**src/rtl/wdt_pkg.sv**
```systemverilog
package wdt_pkg;

    localparam int unsigned HALF_W = 16;
    localparam int unsigned TOV_W  = 2 * HALF_W;
    localparam int unsigned ADDR_W = 2;

    typedef enum logic [ADDR_W-1:0] {
        REG_CTRL   = 2'd0,
        REG_STAT   = 2'd1,
        REG_TOV_HI = 2'd2,
        REG_TOV_LO = 2'd3
    } reg_sel_e;

    localparam int unsigned CTRL_RUN_BIT   = 0;
    localparam int unsigned CTRL_IRQF_BIT  = 1;
    localparam int unsigned STAT_FLAG_BIT  = 15;
    localparam int unsigned STAT_FIXED_BIT = 0;

    typedef struct packed {
        logic irq_first;
        logic run;
    } ctrl_t;

    localparam ctrl_t CTRL_RESET = '{irq_first: 1'b0, run: 1'b1};

    typedef struct packed {
        logic              we;
        reg_sel_e          sel;
        logic [HALF_W-1:0] data;
    } reg_wr_t;

    typedef enum logic [1:0] {
        SEQ_ARMED,
        SEQ_GRACE,
        SEQ_RESET
    } seq_e;

    function automatic logic [HALF_W-1:0] pack_ctrl(ctrl_t c);
        logic [HALF_W-1:0] v;
        v = '0;
        v[CTRL_RUN_BIT]  = c.run;
        v[CTRL_IRQF_BIT] = c.irq_first;
        return v;
    endfunction

    function automatic logic [HALF_W-1:0] pack_stat(logic flag);
        logic [HALF_W-1:0] v;
        v = '0;
        v[STAT_FLAG_BIT]  = flag;
        v[STAT_FIXED_BIT] = 1'b1;
        return v;
    endfunction

endpackage

```
**src/rtl/wdt_regs.sv**
```systemverilog
module wdt_regs
    import wdt_pkg::*;
#(
    parameter logic [TOV_W-1:0] TOV_RESET = 32'h004C_4B4C
) (
    input  logic              clk,
    input  logic              rst,
    input  reg_wr_t           wr,
    input  reg_sel_e          rsel,
    input  logic              flag,
    output ctrl_t             ctrl,
    output logic [TOV_W-1:0]  tov,
    output logic              flag_clr,
    output logic [HALF_W-1:0] rdata
);

    logic [HALF_W-1:0] tov_hi_q, tov_lo_q;

    always_ff @(posedge clk) begin
        if (rst) begin
            ctrl     <= CTRL_RESET;
            tov_hi_q <= TOV_RESET[TOV_W-1:HALF_W];
            tov_lo_q <= TOV_RESET[HALF_W-1:0];
        end else if (wr.we) begin
            case (wr.sel)
                REG_CTRL: begin
                    ctrl.run       <= wr.data[CTRL_RUN_BIT];
                    ctrl.irq_first <= wr.data[CTRL_IRQF_BIT];
                end
                REG_TOV_HI: tov_hi_q <= wr.data;
                REG_TOV_LO: tov_lo_q <= wr.data;
                default: ;
            endcase
        end
    end

    assign tov      = {tov_hi_q, tov_lo_q};
    assign flag_clr = wr.we && (wr.sel == REG_STAT) && wr.data[STAT_FLAG_BIT];

    always_comb begin
        case (rsel)
            REG_CTRL:   rdata = pack_ctrl(ctrl);
            REG_STAT:   rdata = pack_stat(flag);
            REG_TOV_HI: rdata = tov_hi_q;
            default:    rdata = tov_lo_q;
        endcase
    end

endmodule

```
**src/rtl/wdt_en_qual.sv**
```systemverilog
module wdt_en_qual #(
    parameter logic RESET_VAL = 1'b1
) (
    input  logic clk,
    input  logic rst,
    input  logic req,
    output logic en_eff
);

    logic req_d1;

    always_ff @(posedge clk) begin
        if (rst) begin
            req_d1 <= RESET_VAL;
            en_eff <= RESET_VAL;
        end else begin
            req_d1 <= req;
            if (req == req_d1) begin
                en_eff <= req;
            end
        end
    end

    // a new applied value must have sat in the register for two edges
    assert_en_held_R2: assert property (@(posedge clk) disable iff (rst)
        (en_eff != $past(en_eff)) |-> ($past(req) == en_eff && $past(req, 2) == en_eff));

endmodule

```
**src/rtl/wdt_count.sv**
```systemverilog
module wdt_count
    import wdt_pkg::*;
(
    input  logic             clk,
    input  logic             rst,
    input  logic             en,
    input  logic             refresh,
    input  logic [TOV_W-1:0] tov,
    output logic             tmo
);

    logic [TOV_W-1:0] count;

    always_ff @(posedge clk) begin
        if (rst || !en || refresh) begin
            count <= '0;
        end else if (count < tov) begin
            count <= count + 1'b1;
        end
    end

    assign tmo = en && (count >= tov);

    assert_hold_stopped_R3: assert property (@(posedge clk) disable iff (rst)
        !en |=> (count == '0 && !tmo));

    assert_refresh_clears_R4: assert property (@(posedge clk) disable iff (rst)
        (en && refresh) |=> (count == '0));

endmodule

```
**src/rtl/wdt_seq.sv**
```systemverilog
module wdt_seq
    import wdt_pkg::*;
#(
    parameter int unsigned WCT = 256
) (
    input  logic clk,
    input  logic rst,
    input  logic fault,
    input  logic irq_first,
    input  logic flag_clr,
    output logic flag,
    output logic reset_req
);

    localparam int unsigned GW = $clog2(WCT + 1);
    localparam logic [GW-1:0] GRACE_LAST = GW'(WCT - 1);

    seq_e          state;
    logic [GW-1:0] grace_cnt;

    always_ff @(posedge clk) begin
        if (rst) begin
            state     <= SEQ_ARMED;
            grace_cnt <= '0;
        end else begin
            case (state)
                SEQ_ARMED: begin
                    grace_cnt <= '0;
                    if (fault) begin
                        state <= irq_first ? SEQ_GRACE : SEQ_RESET;
                    end
                end
                SEQ_GRACE: begin
                    if (grace_cnt == GRACE_LAST) begin
                        state <= SEQ_RESET;
                    end else begin
                        grace_cnt <= grace_cnt + 1'b1;
                    end
                end
                default: state <= SEQ_RESET;
            endcase
        end
    end

    always_ff @(posedge clk) begin
        if (rst) begin
            flag <= 1'b0;
        end else if (state == SEQ_ARMED && fault && irq_first) begin
            flag <= 1'b1;
        end else if (flag_clr) begin
            flag <= 1'b0;
        end
    end

    assign reset_req = (state == SEQ_RESET);

    assert_flag_needs_mode_R6: assert property (@(posedge clk) disable iff (rst)
        $rose(flag) |-> $past(irq_first));

    assert_direct_reset_R7: assert property (@(posedge clk) disable iff (rst)
        (state == SEQ_ARMED && fault && !irq_first) |=> (reset_req && !flag));

    assert_w1c_R8: assert property (@(posedge clk) disable iff (rst)
        (flag && flag_clr) |=> !flag);

    assert_reset_sticky_R9: assert property (@(posedge clk) disable iff (rst)
        reset_req |=> reset_req);

endmodule

```
**src/rtl/wdt_core.sv**
```systemverilog
module wdt_core
    import wdt_pkg::*;
#(
    parameter int unsigned      WCT       = 256,
    parameter logic [TOV_W-1:0] TOV_RESET = 32'h004C_4B4C
) (
    input  logic              clk,
    input  logic              rst,
    input  logic              reg_we,
    input  logic [ADDR_W-1:0] reg_addr,
    input  logic [HALF_W-1:0] reg_wdata,
    output logic [HALF_W-1:0] reg_rdata,
    input  logic              refresh,
    input  logic              ext_fault,
    output logic              wd_irq,
    output logic              wd_reset_req
);

    reg_wr_t          wr;
    ctrl_t            ctrl;
    logic [TOV_W-1:0] tov;
    logic             flag, flag_clr, run_eff, tmo;

    assign wr = '{we: reg_we, sel: reg_sel_e'(reg_addr), data: reg_wdata};

    wdt_regs #(.TOV_RESET(TOV_RESET)) u_regs (
        .clk      (clk),
        .rst      (rst),
        .wr       (wr),
        .rsel     (reg_sel_e'(reg_addr)),
        .flag     (flag),
        .ctrl     (ctrl),
        .tov      (tov),
        .flag_clr (flag_clr),
        .rdata    (reg_rdata)
    );

    wdt_en_qual #(.RESET_VAL(CTRL_RESET.run)) u_qual (
        .clk    (clk),
        .rst    (rst),
        .req    (ctrl.run),
        .en_eff (run_eff)
    );

    wdt_count u_count (
        .clk     (clk),
        .rst     (rst),
        .en      (run_eff),
        .refresh (refresh),
        .tov     (tov),
        .tmo     (tmo)
    );

    wdt_seq #(.WCT(WCT)) u_seq (
        .clk       (clk),
        .rst       (rst),
        .fault     (tmo || ext_fault),
        .irq_first (ctrl.irq_first),
        .flag_clr  (flag_clr),
        .flag      (flag),
        .reset_req (wd_reset_req)
    );

    assign wd_irq = flag;

    assert_ext_fault_R5: assert property (@(posedge clk) disable iff (rst)
        (ext_fault && !wd_irq && !wd_reset_req) |=> (wd_irq || wd_reset_req));

endmodule

```
**config.mk**
```make
export PLATFORM = sky130hd
export DESIGN_NAME = wdt_core
export DESIGN_NICKNAME = d
export VERILOG_FILES = /design/src/rtl/wdt_pkg.sv /design/src/rtl/wdt_regs.sv /design/src/rtl/wdt_en_qual.sv /design/src/rtl/wdt_count.sv /design/src/rtl/wdt_seq.sv /design/src/rtl/wdt_core.sv
export SDC_FILE = /design/constraint.sdc
export NUM_CORES = 1
export LEC_CHECK = 0
export BUFFER_PORTS_ARGS = -buffer_cell sky130_fd_sc_hd__clkbuf_2
export CAP_MARGIN = 20
export CORE_ASPECT_RATIO = 1.2
export CORE_UTILIZATION = 65
export DETAILED_ROUTE_END_ITERATION = 10
export GPL_ROUTABILITY_DRIVEN = 0
export HOLD_SLACK_MARGIN = 0.06
export PLACE_DENSITY = 0.86
export SYNTH_ARGS = -nofsm -noshare
export SYNTH_HDL_FRONTEND = slang
export SYNTH_SLANG_ARGS = --single-unit
```
**constraint.sdc**
```tcl
create_clock -name clk -period 4.3 [get_ports clk]
set_input_delay 0.86 -clock clk [delete_from_list [all_inputs] [get_ports clk]]
set_output_delay 0.86 -clock clk [all_outputs]
set_load 0.1 [all_outputs]
```
==> key figures, run 1 <==
Floorplan
  – Die ar.: 7522 um^2
  – Die Width: 79.34 um
  – Core area: between 6000 and 7000 um^2
  – Die height: 94.81 um
  – Top-level port count: 41
  – Starting density of the core: 0.6766
  – Row count: 33

Power and ir drop
  – P_leak: ~2 nW
  – VDD IR max: 210.4 uV
  – Pwr/cell area: between 300 and 400 nW/um^2

Finish
  – Layout cell share with drive strength beyond 1: 0.1294
  – Nets: 671
  – Fillers: ~510
  – Commonest non-fill, non-tap cell in the layout: nand2_1
  – Most frequent cells in the layout: nand2_1, dfxtp_1, a21oi_1
  – # diodes: 0
  – Area grow syn2layout: 9.252%

Min path
  – Min-Delay Startpoint: u_regs.tov_lo_q[1]
  – Min-delay worst type: reg -> reg

Route
  – Pre-antenna DRT Iters: 5
  – Uppermost layer routed: met4
  – DRC viols: 0
  – DRT iter0 DRCs: roughly 300
  – M1 WL: about 4900 um
  – Via count: between 4000 and 5000
  – Vias/cell: about 6.2
  – Met2 Wirelength: 5659 um
  – Final wirelength: 11780 um
  – Drt wl/cell: 16.70 um
  – Metal3 WL: 638 um
  – Final antenna-violating net count: 0

Logic synthesis
  – Yosys warns: 0
  – Sequential-to-total area share from yosys stat: 0.3433
  – Syn Area/Cell: 7.962 um^2
  – Synth area leader: dfxtp_1
  – Share of the synthesized area in the top cell type: 0.3433
  – Ys async rst share: 0
  – Synthesized cell area: 4666 um^2
  – Post-Syn Nets: between 600 and 700
  – Yosys reg bits: 80
  – Number of synthesized flops with an enable pin: 0
  – Top area cells in the synthesized netlist: dfxtp_1, ha_1, nand2_1
  – Mapped Cells: 586
  – Count of different cell masters after synthesis: 59
  – Top_reg_cell synth: dfxtp_1

Worst setup path
  – Crit path top cell by count: nand4_1
  – R2R Setup Slk: 1030 ps
  – Critical path depth: 9
  – CP max FO: 18
  – Worst endpoint required time: 4590 ps
  – Crit start category: flop
  – Crit. Startpoint: u_regs.tov_hi_q[1]
  – Worst path top cell family by delay: simple AND/OR/NAND/NOR gates
  – Critical Path Sink: u_count.count[21]
  – Buf+Inv Stages, Crit Path: 1
  – Reg2Reg Depth: 9
  – Worst r2r src: u_regs.tov_hi_q[1]
  – Max incr delay on CP: just over 800 ps
  – Crit path max-delay cell type: nor4_1
  – Worst-path cell chain: inv_1 -> ha_1 -> nand4_1 -> nor4_1 -> nand2_1 -> or2_2 -> nand4_1 -> o21ai_0 -> a21oi_1
  – Worst setup EP type: flop
  – Worst Path Arrival: between 3000 and 4000 ps
  – Critical path class: reg -> reg
  – Reg2Reg Capture Point: u_count.count[21]

Global route
  – Largest net degree at the start of global routing: 38
  – Antenna violations before repair: 0
  – GRT Total Usage: 0.3355
  – Vias in the first global route: around 4200
  – Total gr overflow: 0
  – First-pass GRT wire length: slightly below 20000 um

Placement
  – DP HPWL: between 8000 and 9000 um
  – IO Port Bufs: 40

Clocking
  – Post-cts resize count: 0
  – CTS Hold Buffers Added: 0
  – CTS H-tree lvls: 3
  – Clk_lat worst skew: 360 ps
  – Clock Path Buffers: 2
  – CTS Sinks: 80
  – Root Driver: clkbuf_8
  – Postcts setup bufs: 0
  – TritonCTS clock tree: yes
  – TritonCTS buffer count: 9
  – Reg clk slew, reported paths: ~80 ps

Timing
  – Max Transition Viols Final: 0
  – Maximum clock skew at final layout: 10.31 ps
  – Count of final hold-check violations: 0
  – Relative slew slack: 0.3786
  – Worst hold slack: between 400 and 500 ps
  – Unrepaired setup endpoints after global routing: false
  – Fmax: roughly 310 MHz
  – Setup tns final: 0 ps
  – Final setup fails: 0
  – Tightest Pin Transition: 923.6 ps
  – Final Cycle Share: 0.7604
  – Clock period minus worst slack: roughly 3300 ps

Run status
  – Outcome: finished, final reports clean

Flow run
  – Total of max-cap violations: 0
[cells by family (layout without fill, tap and decap cells)]
group | count (synthesis) | in the layout | synth area share
compound gates | 133 | 133 | 0.1743
xor+xnor | 9 | 9 | 0.01690
fa+ha+maj | 35 | 35 | 0.09386
buf+inv | 73 | 105 | 0.06248
flops | 80 | 80 | 0.3433
mux | 18 | 18 | 0.03888
simple gates | 238 | 238 | 0.2703
[final cells by class]
class / instances / area, um^2 / area share
Tap cell: 87 / 108.9 / 0.02135
Clock buffer: 9 / 123.9 / 0.02430
Inverter: 46 / 172.7 / 0.03387
Clock inverter: 7 / 95.09 / 0.01865
Timing Repair Buffer: 43 / 222.7 / 0.04369
Sequential cell: 80 / 1602 / 0.3142
Multi-Input combinational cell: 433 / 2773 / 0.5439
[worst min-delay path, cell delays in order, from the launching register on]
cell,delay (ps)
dfxtp_1,320
nand2_1,50
a21oi_1,50
[Yosys cell counts, types with 2 or more instances]
cell type	count
nand2_1	90
dfxtp_1	80
a21oi_1	64
inv_1	46
ha_1	35
nor2_1	31
clkbuf_1	20
nand4_1	18
mux2i_1	17
o21ai_0	17
nand3_1	15
nor2b_1	15
o211ai_1	12
nor3_1	11
xnor2_1	9
a22oi_1	8
a31o_2	7
nor4_1	7
o31ai_1	7
or3_1	7
and2_1	6
and3_1	5
a21o_1	4
and4_1	4
nand4b_1	4
buf_2	3
nand3b_1	3
or2_2	3
or4_1	3
a221oi_1	2
and4_4	2
buf_1	2
nand4_4	2
nor3b_1	2
[state kept, by name, summed over array words and instances, names as in the netlist]
register and flops:
u_seq.grace_cnt 9, u_seq.flag 1, u_regs.tov_lo_q 16, u_qual.req_d1 1, u_seq.state 2, u_regs.ctrl 2
u_regs.tov_hi_q 16, u_count.count 32, u_qual.en_eff 1
[per-layer routing]
metal	vias up	track usage
met5	-	0
met4	0	0.2167
met3	46	0.05121
met2	157	0.5575
met1	2054	0.4012
li1	2137	-
[stage by stage]
stage	setup slack, ps	instance area [um^2]	power [mW]	instances	utilization
6_report	1030	5097	1.570	705	0.7392
5_1_grt	747.8	5097	1.623	705	0.7392
4_1_cts	1104	5097	1.573	705	0.7392
3_5_place_dp	1129	4878	0.9662	689	0.7075
3_3_place_gp	1282	4878	0.9601	689	0.7075
2_1_floorplan	153.4	4666	0.9221	586	-
[worst min-delay path by stage]
stage	endpoint	slack [ps]	depth (start not counted)
floorplan	u_regs.tov_hi_q[0]	440	2
finish	u_regs.tov_lo_q[1]	460	2
global placement	u_regs.tov_hi_q[0]	440	2
CTS	u_regs.tov_lo_q[1]	460	2
detailed placement	u_regs.tov_lo_q[1]	450	2
global route	u_regs.tov_hi_q[0]	500	2
[report_power, final]
part	leakage, nW	switching, mW	total [mW]	internal (mW)
clock network	0.110	0.291	0.618	0.328
logic	1.28	0.135	0.182	0.0466
registers	0.648	0.0153	0.770	0.755
total	2.04	0.441	1.57	1.13
No activity file was read; power rests on OpenSTA's default activity.
==> run 2: changes to the inputs <==
--- a/config.mk
+++ b/config.mk
@@ -8,11 +8,11 @@
 export BUFFER_PORTS_ARGS = -buffer_cell sky130_fd_sc_hd__clkbuf_2
 export CAP_MARGIN = 20
 export CORE_ASPECT_RATIO = 1.2
-export CORE_UTILIZATION = 65
+export CORE_UTILIZATION = 54
 export DETAILED_ROUTE_END_ITERATION = 10
 export GPL_ROUTABILITY_DRIVEN = 0
 export HOLD_SLACK_MARGIN = 0.06
-export PLACE_DENSITY = 0.86
+export PLACE_DENSITY = 0.76
 export SYNTH_ARGS = -nofsm -noshare
 export SYNTH_HDL_FRONTEND = slang
 export SYNTH_SLANG_ARGS = --single-unit
==> constraint.sdc (replaced) <==
create_clock -name clk -period 2.95 [get_ports clk]
set_input_delay 0.59 -clock clk [delete_from_list [all_inputs] [get_ports clk]]
set_output_delay 0.59 -clock clk [all_outputs]
set_load 0.1 [all_outputs]
==> key figures, run 2 (synthesized netlist as in run 1, its figures left out) <==
Global route
  – First-pass GRT wire length: 20360 um (was 19420 um)
  – Vias in the first global route: 4330 (was 4197)
  – Largest net degree at the start of global routing: 29 (was 38)
  – Antenna violations before repair: 0 (unchanged)
  – Total gr overflow: 0 (unchanged)
  – GRT Total Usage: 0.2882 (was 0.3355)

Finish
  – # diodes: 0 (unchanged)
  – Area of the multi-input gates: 2815 um^2 (was 2773 um^2)
  – Regs by FF count: u_count.count: 32 flops, u_regs.tov_hi_q: 16 flops, u_regs.tov_lo_q: 16 flops (unchanged)
  – Most frequent cells in the layout: nand2_1, dfxtp_1, a21oi_1 (unchanged)
  – Nets: 683 (was 671)
  – Sequential Area: 1602 um^2 (unchanged)
  – Most flop-heavy register: u_count.count (unchanged)
  – Layout cell share with drive strength beyond 1: 0.1640 (was 0.1294)
  – Area grow syn2layout: 12.28% (was 9.252%)
  – Max reg flops: 32 (unchanged)
  – Post-Layout Cell Count: 742 (was 705)
  – Commonest non-fill, non-tap cell in the layout: nand2_1 (unchanged)
  – Fin util: 0.6355 (was 0.7392)
  – Fillers: 727 (was 512)

Flow run
  – Total of max-cap violations: 0 (unchanged)

Clocking
  – Reg clk slew, reported paths: 80 ps (about the same)
  – CTS H-tree lvls: 3 (unchanged)
  – Root Driver: clkbuf_8 (unchanged)
  – Clk_lat worst skew: 350 ps (was 360 ps)
  – CTS Hold Buffers Added: 0 (unchanged)
  – Postcts setup bufs: 0 (unchanged)
  – TritonCTS clock tree: yes (unchanged)
  – Post-cts resize count: 0 (unchanged)
  – Clock Path Buffers: 2 (unchanged)
  – TritonCTS buffer count: 9 (unchanged)
  – CTS Sinks: 80 (unchanged)

Min path
  – Min-delay worst type: in -> reg (was reg -> reg)
  – Hold path depth: 3 (was 2)
  – Min-Delay Startpoint: reg_wdata[12] (was u_regs.tov_lo_q[1])
  – WHS Endpoint: u_regs.tov_lo_q[12] (was u_regs.tov_lo_q[1])

Worst setup path
  – CP max FO: 10 (was 18)
  – Critical path class: reg -> reg (unchanged)
  – Worst r2r src: u_regs.tov_lo_q[7] (was u_regs.tov_hi_q[1])
  – Reg2Reg Capture Point: u_count.count[9] (was u_count.count[21])
  – Crit start category: flop (unchanged)
  – Critical path depth: 8 (was 9)
  – R2R Setup Slk: 170 ps (was 1030 ps)
  – Worst-path cell chain: inv_1 -> ha_1 -> nand4_1 -> a2111oi_0 -> o31ai_1 -> and4_1 -> a31o_2 -> a21oi_1 (was inv_1 -> ha_1 -> nand4_1 -> nor4_1 -> nand2_1 -> or2_2 -> nand4_1 -> o21ai_0 -> a21oi_1)
  – Worst endpoint required time: 3240 ps (was 4590 ps)
  – Reg2Reg Depth: 8 (was 9)
  – Worst path top cell family by delay: compound AO/OA/AOI/OAI gates (was simple AND/OR/NAND/NOR gates)
  – Worst Path Arrival: 3070 ps (was 3560 ps)
  – Crit path max-delay cell type: a2111oi_0 (was nor4_1)
  – Worst setup EP type: flop (unchanged)
  – Max incr delay on CP: 760 ps (was 830 ps)
  – Buf+Inv Stages, Crit Path: 1 (unchanged)

Timing
  – Maximum clock skew at final layout: 9.322 ps (was 10.31 ps)
  – Final Cycle Share: 0.9428 (was 0.7604)
  – Clock period minus worst slack: 2781 ps (was 3270 ps)
  – Relative slew slack: 0.4551 (was 0.3786)
  – Final setup fails: 0 (unchanged)
  – Max Transition Viols Final: 0 (unchanged)
  – Unrepaired setup endpoints after global routing: false (unchanged)
  – Tightest Pin Transition: 796.7 ps (was 923.6 ps)
  – Count of final hold-check violations: 0 (unchanged)
  – Fmax: 359.5 MHz (was 305.8 MHz)

Floorplan
  – Die ar.: 9018 um^2 (was 7522 um^2)
  – Row count: 36 (was 33)
  – Die height: 103.8 um (was 94.81 um)
  – Core area: 8243 um^2 (was 6895 um^2)
  – Top-level port count: 41 (unchanged)
  – Die Width: 86.86 um (was 79.34 um)
  – Starting density of the core: 0.5660 (was 0.6766)

Route
  – Pre-antenna DRT Iters: 5 (unchanged)
  – Via count: 4501 (was 4394)
  – Vias/cell: 6.066 (was 6.233)
  – Drt wl/cell: 16.78 um (was 16.70 um)
  – Final wirelength: 12450 um (was 11780 um)
  – Final antenna-violating net count: 0 (unchanged)
  – DRC viols: 0 (unchanged)
  – DRT iter0 DRCs: 263 (was 296)

Run status
  – Outcome: finished, final reports clean (unchanged)

Placement
  – DP HPWL: 9356 um (was 8606 um)
  – IO Port Bufs: 40 (unchanged)
  – Placed Instances: 728 (was 689)

Power and ir drop
  – VDD IR max: 302.5 uV (was 210.4 uV)
  – P_leak: 2.100 nW (was 2.037 nW)
  – Pwr/cell area: 421.6 nW/um^2 (was 308.1 nW/um^2)
-- run 2: cell types whose count changed in the layout (fill, tap and decap cells not counted), moves of 2 or more --
cell,delta
nor2b_1,-10
nor2b_2,+10
clkbuf_8,+2
buf_4,+12
-- run 2: how the worst max path moves through the flow --
stage | from | end | slack [ps]
after global routing | u_regs.tov_lo_q[7] | u_count.count[9] | 10
after global placement | u_count.count[27] | u_count.count[24] | 310
after CTS | u_count.count[27] | u_count.count[26] | 190
final | u_regs.tov_lo_q[7] | u_count.count[9] | 170
after floorplan | reg_addr[0] | reg_rdata[10] | -20
after detailed placement | u_count.count[27] | u_count.count[26] | 200
-- run 2: area by class of cell --
cell class | instances | share of cell area
Multi-Input combinational cell | 433 | 0.5374
Sequential cell | 80 | 0.3057
Timing Repair Buffer | 55 | 0.05971
Inverter | 46 | 0.03296
Clock buffer | 11 | 0.02890
Tap cell | 114 | 0.02723
Clock inverter | 3 | 0.008120
-- run 2: worst min-delay path: stages --
cell and delay, ps:
clkbuf_2 90, nand2_1 50, a21oi_1 50
-- run 2: power breakdown --
group	total, mW	internal (mW)	switching, mW	leakage, nW
logic	0.272	0.0730	0.199	1.35
clock network	0.816	0.427	0.389	0.0973
registers	1.12	1.10	0.0208	0.648
total	2.21	1.60	0.609	2.10
-- run 2: per-layer routing --
| layer | wire length (um) | vias to the layer above | global-route usage |
|---|---|---|---|
| li1 | - | 2164 | - |
| met1 | 5417 | 2120 | 0.3692 |
| met2 | 5843 | 185 | 0.4612 |
| met3 | 762 | 32 | 0.05498 |
| met4 | 426 | 0 | 0.1345 |
| met5 | 0 | - | 0 |
-- run 2: stage by stage --
step	hold slack, ps	instance area [um^2]	total power, mW	TNS, ps	setup WS, ps
final	470.2	5239	2.209	0	168.6
after CTS	459.7	5228	2.218	0	193.5
after detailed placement	452.1	5034	1.415	0	197.5
after global routing	470.6	5239	2.293	0	14.18
after global placement	445.8	5034	1.409	0	305.4
after floorplan	436.3	4697	1.348	-72.51	-24.17
==> run 3: changes to the inputs <==
--- a/config.mk
+++ b/config.mk
@@ -5,6 +5,7 @@
 export SDC_FILE = /design/constraint.sdc
 export NUM_CORES = 1
 export LEC_CHECK = 0
+export ABC_AREA = 1
 export BUFFER_PORTS_ARGS = -buffer_cell sky130_fd_sc_hd__clkbuf_2
 export CAP_MARGIN = 20
 export CORE_ASPECT_RATIO = 1.2
@@ -12,7 +13,7 @@
 export DETAILED_ROUTE_END_ITERATION = 10
 export GPL_ROUTABILITY_DRIVEN = 0
 export HOLD_SLACK_MARGIN = 0.06
-export PLACE_DENSITY = 0.76
+export PLACE_DENSITY_LB_ADDON = 0.25
 export SYNTH_ARGS = -nofsm -noshare
 export SYNTH_HDL_FRONTEND = slang
 export SYNTH_SLANG_ARGS = --single-unit
==> constraint.sdc (replaced) <==
create_clock -name clk -period 2.95 [get_ports clk]
set_input_delay 0.295 -clock clk [delete_from_list [all_inputs] [get_ports clk]]
set_output_delay 0.295 -clock clk [all_outputs]
set_load 0.1 [all_outputs]
==> key figures, run 3 <==
Run status
  – Outcome: finished, final reports clean (unchanged)

Route
  – Via count: 4405 (was 4501)
  – Drt wl/cell: 14.56 um (was 16.78 um)
  – Final wirelength: 11650 um (was 12450 um)
  – DRC viols: 0 (unchanged)
  – Final antenna-violating net count: 0 (unchanged)
  – Pre-antenna DRT Iters: 5 (unchanged)
  – Vias/cell: 5.506 (was 6.066)
  – DRT iter0 DRCs: 272 (was 263)

Floorplan
  – Row count: 36 (unchanged)
  – Top-level port count: 41 (unchanged)
  – Die Width: 87.02 um (was 86.86 um)
  – Die ar.: 9051 um^2 (was 9018 um^2)
  – Die height: 104.0 um (was 103.8 um)
  – Starting density of the core: 0.5682 (was 0.5660)
  – Core area: 8243 um^2 (unchanged)

Timing
  – Fmax: 423.3 MHz (was 359.5 MHz)
  – Final Cycle Share: 0.8008 (was 0.9428)
  – Setup tns final: 0 ps (unchanged)
  – Max Transition Viols Final: 0 (unchanged)
  – Worst setup margin: 587.8 ps (was 168.6 ps)
  – Tightest Pin Transition: 770.4 ps (was 796.7 ps)
  – Relative slew slack: 0.4858 (was 0.4551)
  – Unrepaired setup endpoints after global routing: false (unchanged)
  – Count of final hold-check violations: 0 (unchanged)
  – Clock period minus worst slack: 2362 ps (was 2781 ps)
  – Maximum clock skew at final layout: 6.987 ps (was 9.322 ps)
  – Final setup fails: 0 (unchanged)

Finish
  – Nets: 739 (was 683)
  – Most flop-heavy register: u_count.count (unchanged)
  – Layout cell share with drive strength beyond 1: 0.1458 (was 0.1640)
  – Post-route cell area: 5106 um^2 (was 5239 um^2)
  – Max reg flops: 32 (unchanged)
  – Commonest non-fill, non-tap cell in the layout: nand2_1 (unchanged)
  – Most frequent cells in the layout: nand2_1, dfxtp_1, inv_1 (was nand2_1, dfxtp_1, a21oi_1)
  – Regs by FF count: u_count.count: 32 flops, u_regs.tov_hi_q: 16 flops, u_regs.tov_lo_q: 16 flops (unchanged)
  – # diodes: 0 (unchanged)
  – Fin util: 0.6195 (was 0.6355)
  – Area grow syn2layout: 9.030% (was 12.28%)

Placement
  – DP HPWL: 8876 um (was 9356 um)
  – Placed cell area: 4933 um^2 (was 5034 um^2)
  – IO Port Bufs: 40 (unchanged)
  – Place WS: 625.7 ps (was 197.5 ps)

Clocking
  – Reg clk slew, reported paths: 80 ps (about the same)
  – TritonCTS buffer count: 9 (unchanged)
  – CTS Hold Buffers Added: 0 (unchanged)
  – Clk_lat worst skew: 360 ps (was 350 ps)
  – CTS H-tree lvls: 3 (unchanged)
  – Clock Path Buffers: 2 (unchanged)
  – Root Driver: clkbuf_8 (unchanged)
  – Postcts setup bufs: 0 (unchanged)
  – Post-cts resize count: 0 (unchanged)
  – TritonCTS clock tree: yes (unchanged)
  – CTS Sinks: 80 (unchanged)

Worst setup path
  – Buf+Inv Stages, Crit Path: 2 (was 1)
  – Max incr delay on CP: 550 ps (was 760 ps)
  – Crit path top cell by count: nand2_1
  – Crit path max-delay cell type: dfxtp_1 (was a2111oi_0)
  – CP max FO: 29 (was 10)
  – Worst setup EP type: flop (unchanged)
  – Worst endpoint required time: 3210 ps (was 3240 ps)
  – Crit start category: flop (unchanged)
  – Worst Path Arrival: 2620 ps (was 3070 ps)
  – Worst path top cell family by delay: simple AND/OR/NAND/NOR gates (was compound AO/OA/AOI/OAI gates)
  – Critical path class: reg -> reg (unchanged)
  – Worst-path cell chain: ha_1 -> nand2_1 -> inv_1 -> nand2_1 -> nand2_1 -> nand2_1 -> nand2_1 -> a21oi_2 -> nand2_2 -> inv_2 -> nand3_1 -> and3_1 (was inv_1 -> ha_1 -> nand4_1 -> a2111oi_0 -> o31ai_1 -> and4_1 -> a31o_2 -> a21oi_1)

Logic synthesis
  – Share of the synthesized area in the top cell type: 0.3420 (was 0.3433)
  – Top area cells in the synthesized netlist: dfxtp_1, nand2_1, ha_1 (was dfxtp_1, ha_1, nand2_1)
  – Top-count cell post-synth: nand2_1 (unchanged)
  – Sequential-to-total area share from yosys stat: 0.3420 (was 0.3433)
  – Synth area leader: dfxtp_1 (unchanged)
  – Synthesized cell area: 4683 um^2 (was 4666 um^2)
  – Mapped Cells: 649 (was 586)
  – Ys async rst share: 0 (unchanged)
  – Syn Area/Cell: 7.216 um^2 (was 7.962 um^2)
  – Count of different cell masters after synthesis: 39 (was 59)
  – Commonest cells post-synth: nand2_1, dfxtp_1, inv_1 (was nand2_1, dfxtp_1, a21oi_1)
  – Yosys reg bits: 80 (unchanged)
  – Top_reg_cell synth: dfxtp_1 (unchanged)
  – Post-Syn Nets: 707 (was 644)
  – Yosys warns: 0 (unchanged)
  – Number of synthesized flops with an enable pin: 0 (unchanged)

Power and ir drop
  – Total Power: 2.156 mW (was 2.209 mW)
  – Switching Share: 0.3034 (was 0.2757)
  – VDD IR max: 350.3 uV (was 302.5 uV)
  – Sequential power share: 0.519 (was 0.507)
  – Pwr/cell area: 422.2 nW/um^2 (was 421.6 nW/um^2)
  – Sw power: 0.6540 mW (was 0.6090 mW)
  – Clock network power share: 0.338 (was 0.369)
  – Gate power share: 0.143 (was 0.123)
  – Internal power: 1.502 mW (was 1.600 mW)
  – P_leak: 2.140 nW (was 2.100 nW)

Global route
  – Largest net degree at the start of global routing: 34 (was 29)
  – First-pass GRT wire length: 19330 um (was 20360 um)
  – Antenna violations before repair: 0 (unchanged)
  – Vias in the first global route: 4140 (was 4330)
  – Total gr overflow: 0 (unchanged)
  – GRT Total Usage: 0.2726 (was 0.2882)

Flow run
  – Total of max-cap violations: 0 (unchanged)

Min path
  – Min-delay worst type: in -> reg (unchanged)
==> run 3: worst register-to-register path: cells and delay by family (launching register included) <==
kind	cells	cell delay, ps
adders and majority gates	1	320
DFF	1	550
buffers and inverters	2	490
and+or+nand+nor	8	730
AOI/OAI and AO/OA	1	180
==> run 3: logic make-up (layout without fill, tap and decap cells) <==
logic type      Yosys count  count (layout)  share of synthesized area
compound gates          151             151                     0.1819
flops                    80              80                     0.3420
simple gates            257             257                     0.2487
buf+inv                 101             138                    0.08709
fa+ha+maj                35              35                    0.09351
xor+xnor                 25              25                    0.04675
==> run 3: power by group through the flow <==
stage | clock [mW] | sequential [mW] | combinational, mW
global route | 0.780 | 1.12 | 0.335
global placement | 0 | 1.14 | 0.303
CTS | 0.746 | 1.12 | 0.309
detailed placement | 0 | 1.14 | 0.307
finish | 0.729 | 1.12 | 0.309
floorplan | 0 | 1.14 | 0.237
==> run 3: layout make-up <==
type	count	area, um^2
clock buffer	11	141.4
clock inverter	5	31.28
fill	764	3137
inverter	80	300.3
multi-input combinational	468	2674
sequential	80	1602
tap	114	142.6
timing repair buffer	42	215.2
==> run 3: routing by layer <==
metal,wire length [um],part of all wire,GRT usage
met1,5009,0.43,0.3423
met2,5808,0.50,0.4561
met3,493,0.042,0.04286
met4,334,0.029,0.1155
met5,0,0,0
==> run 3: path summary, 6_finish.rpt <==
path | from | end | slack [ps] | depth (start not counted)
min | reg_wdata[2] | u_regs.tov_lo_q[2] | 170 | 3
max reg2reg | u_count.count[19] | u_count.count[6] | 590 | 12
max | u_count.count[19] | u_count.count[6] | 590 | 12
min reg2reg | u_seq.grace_cnt[8] | u_seq.grace_cnt[8] | 470 | 2
==> run 3: metrics by stage <==
step | std cells | hold slack, ps
6_report | 800 | 166.5
5_1_grt | 800 | 173.5
4_1_cts | 800 | 151.5
3_5_place_dp | 784 | 457.0
3_3_place_gp | 784 | 442.3
2_1_floorplan | 649 | 421.4
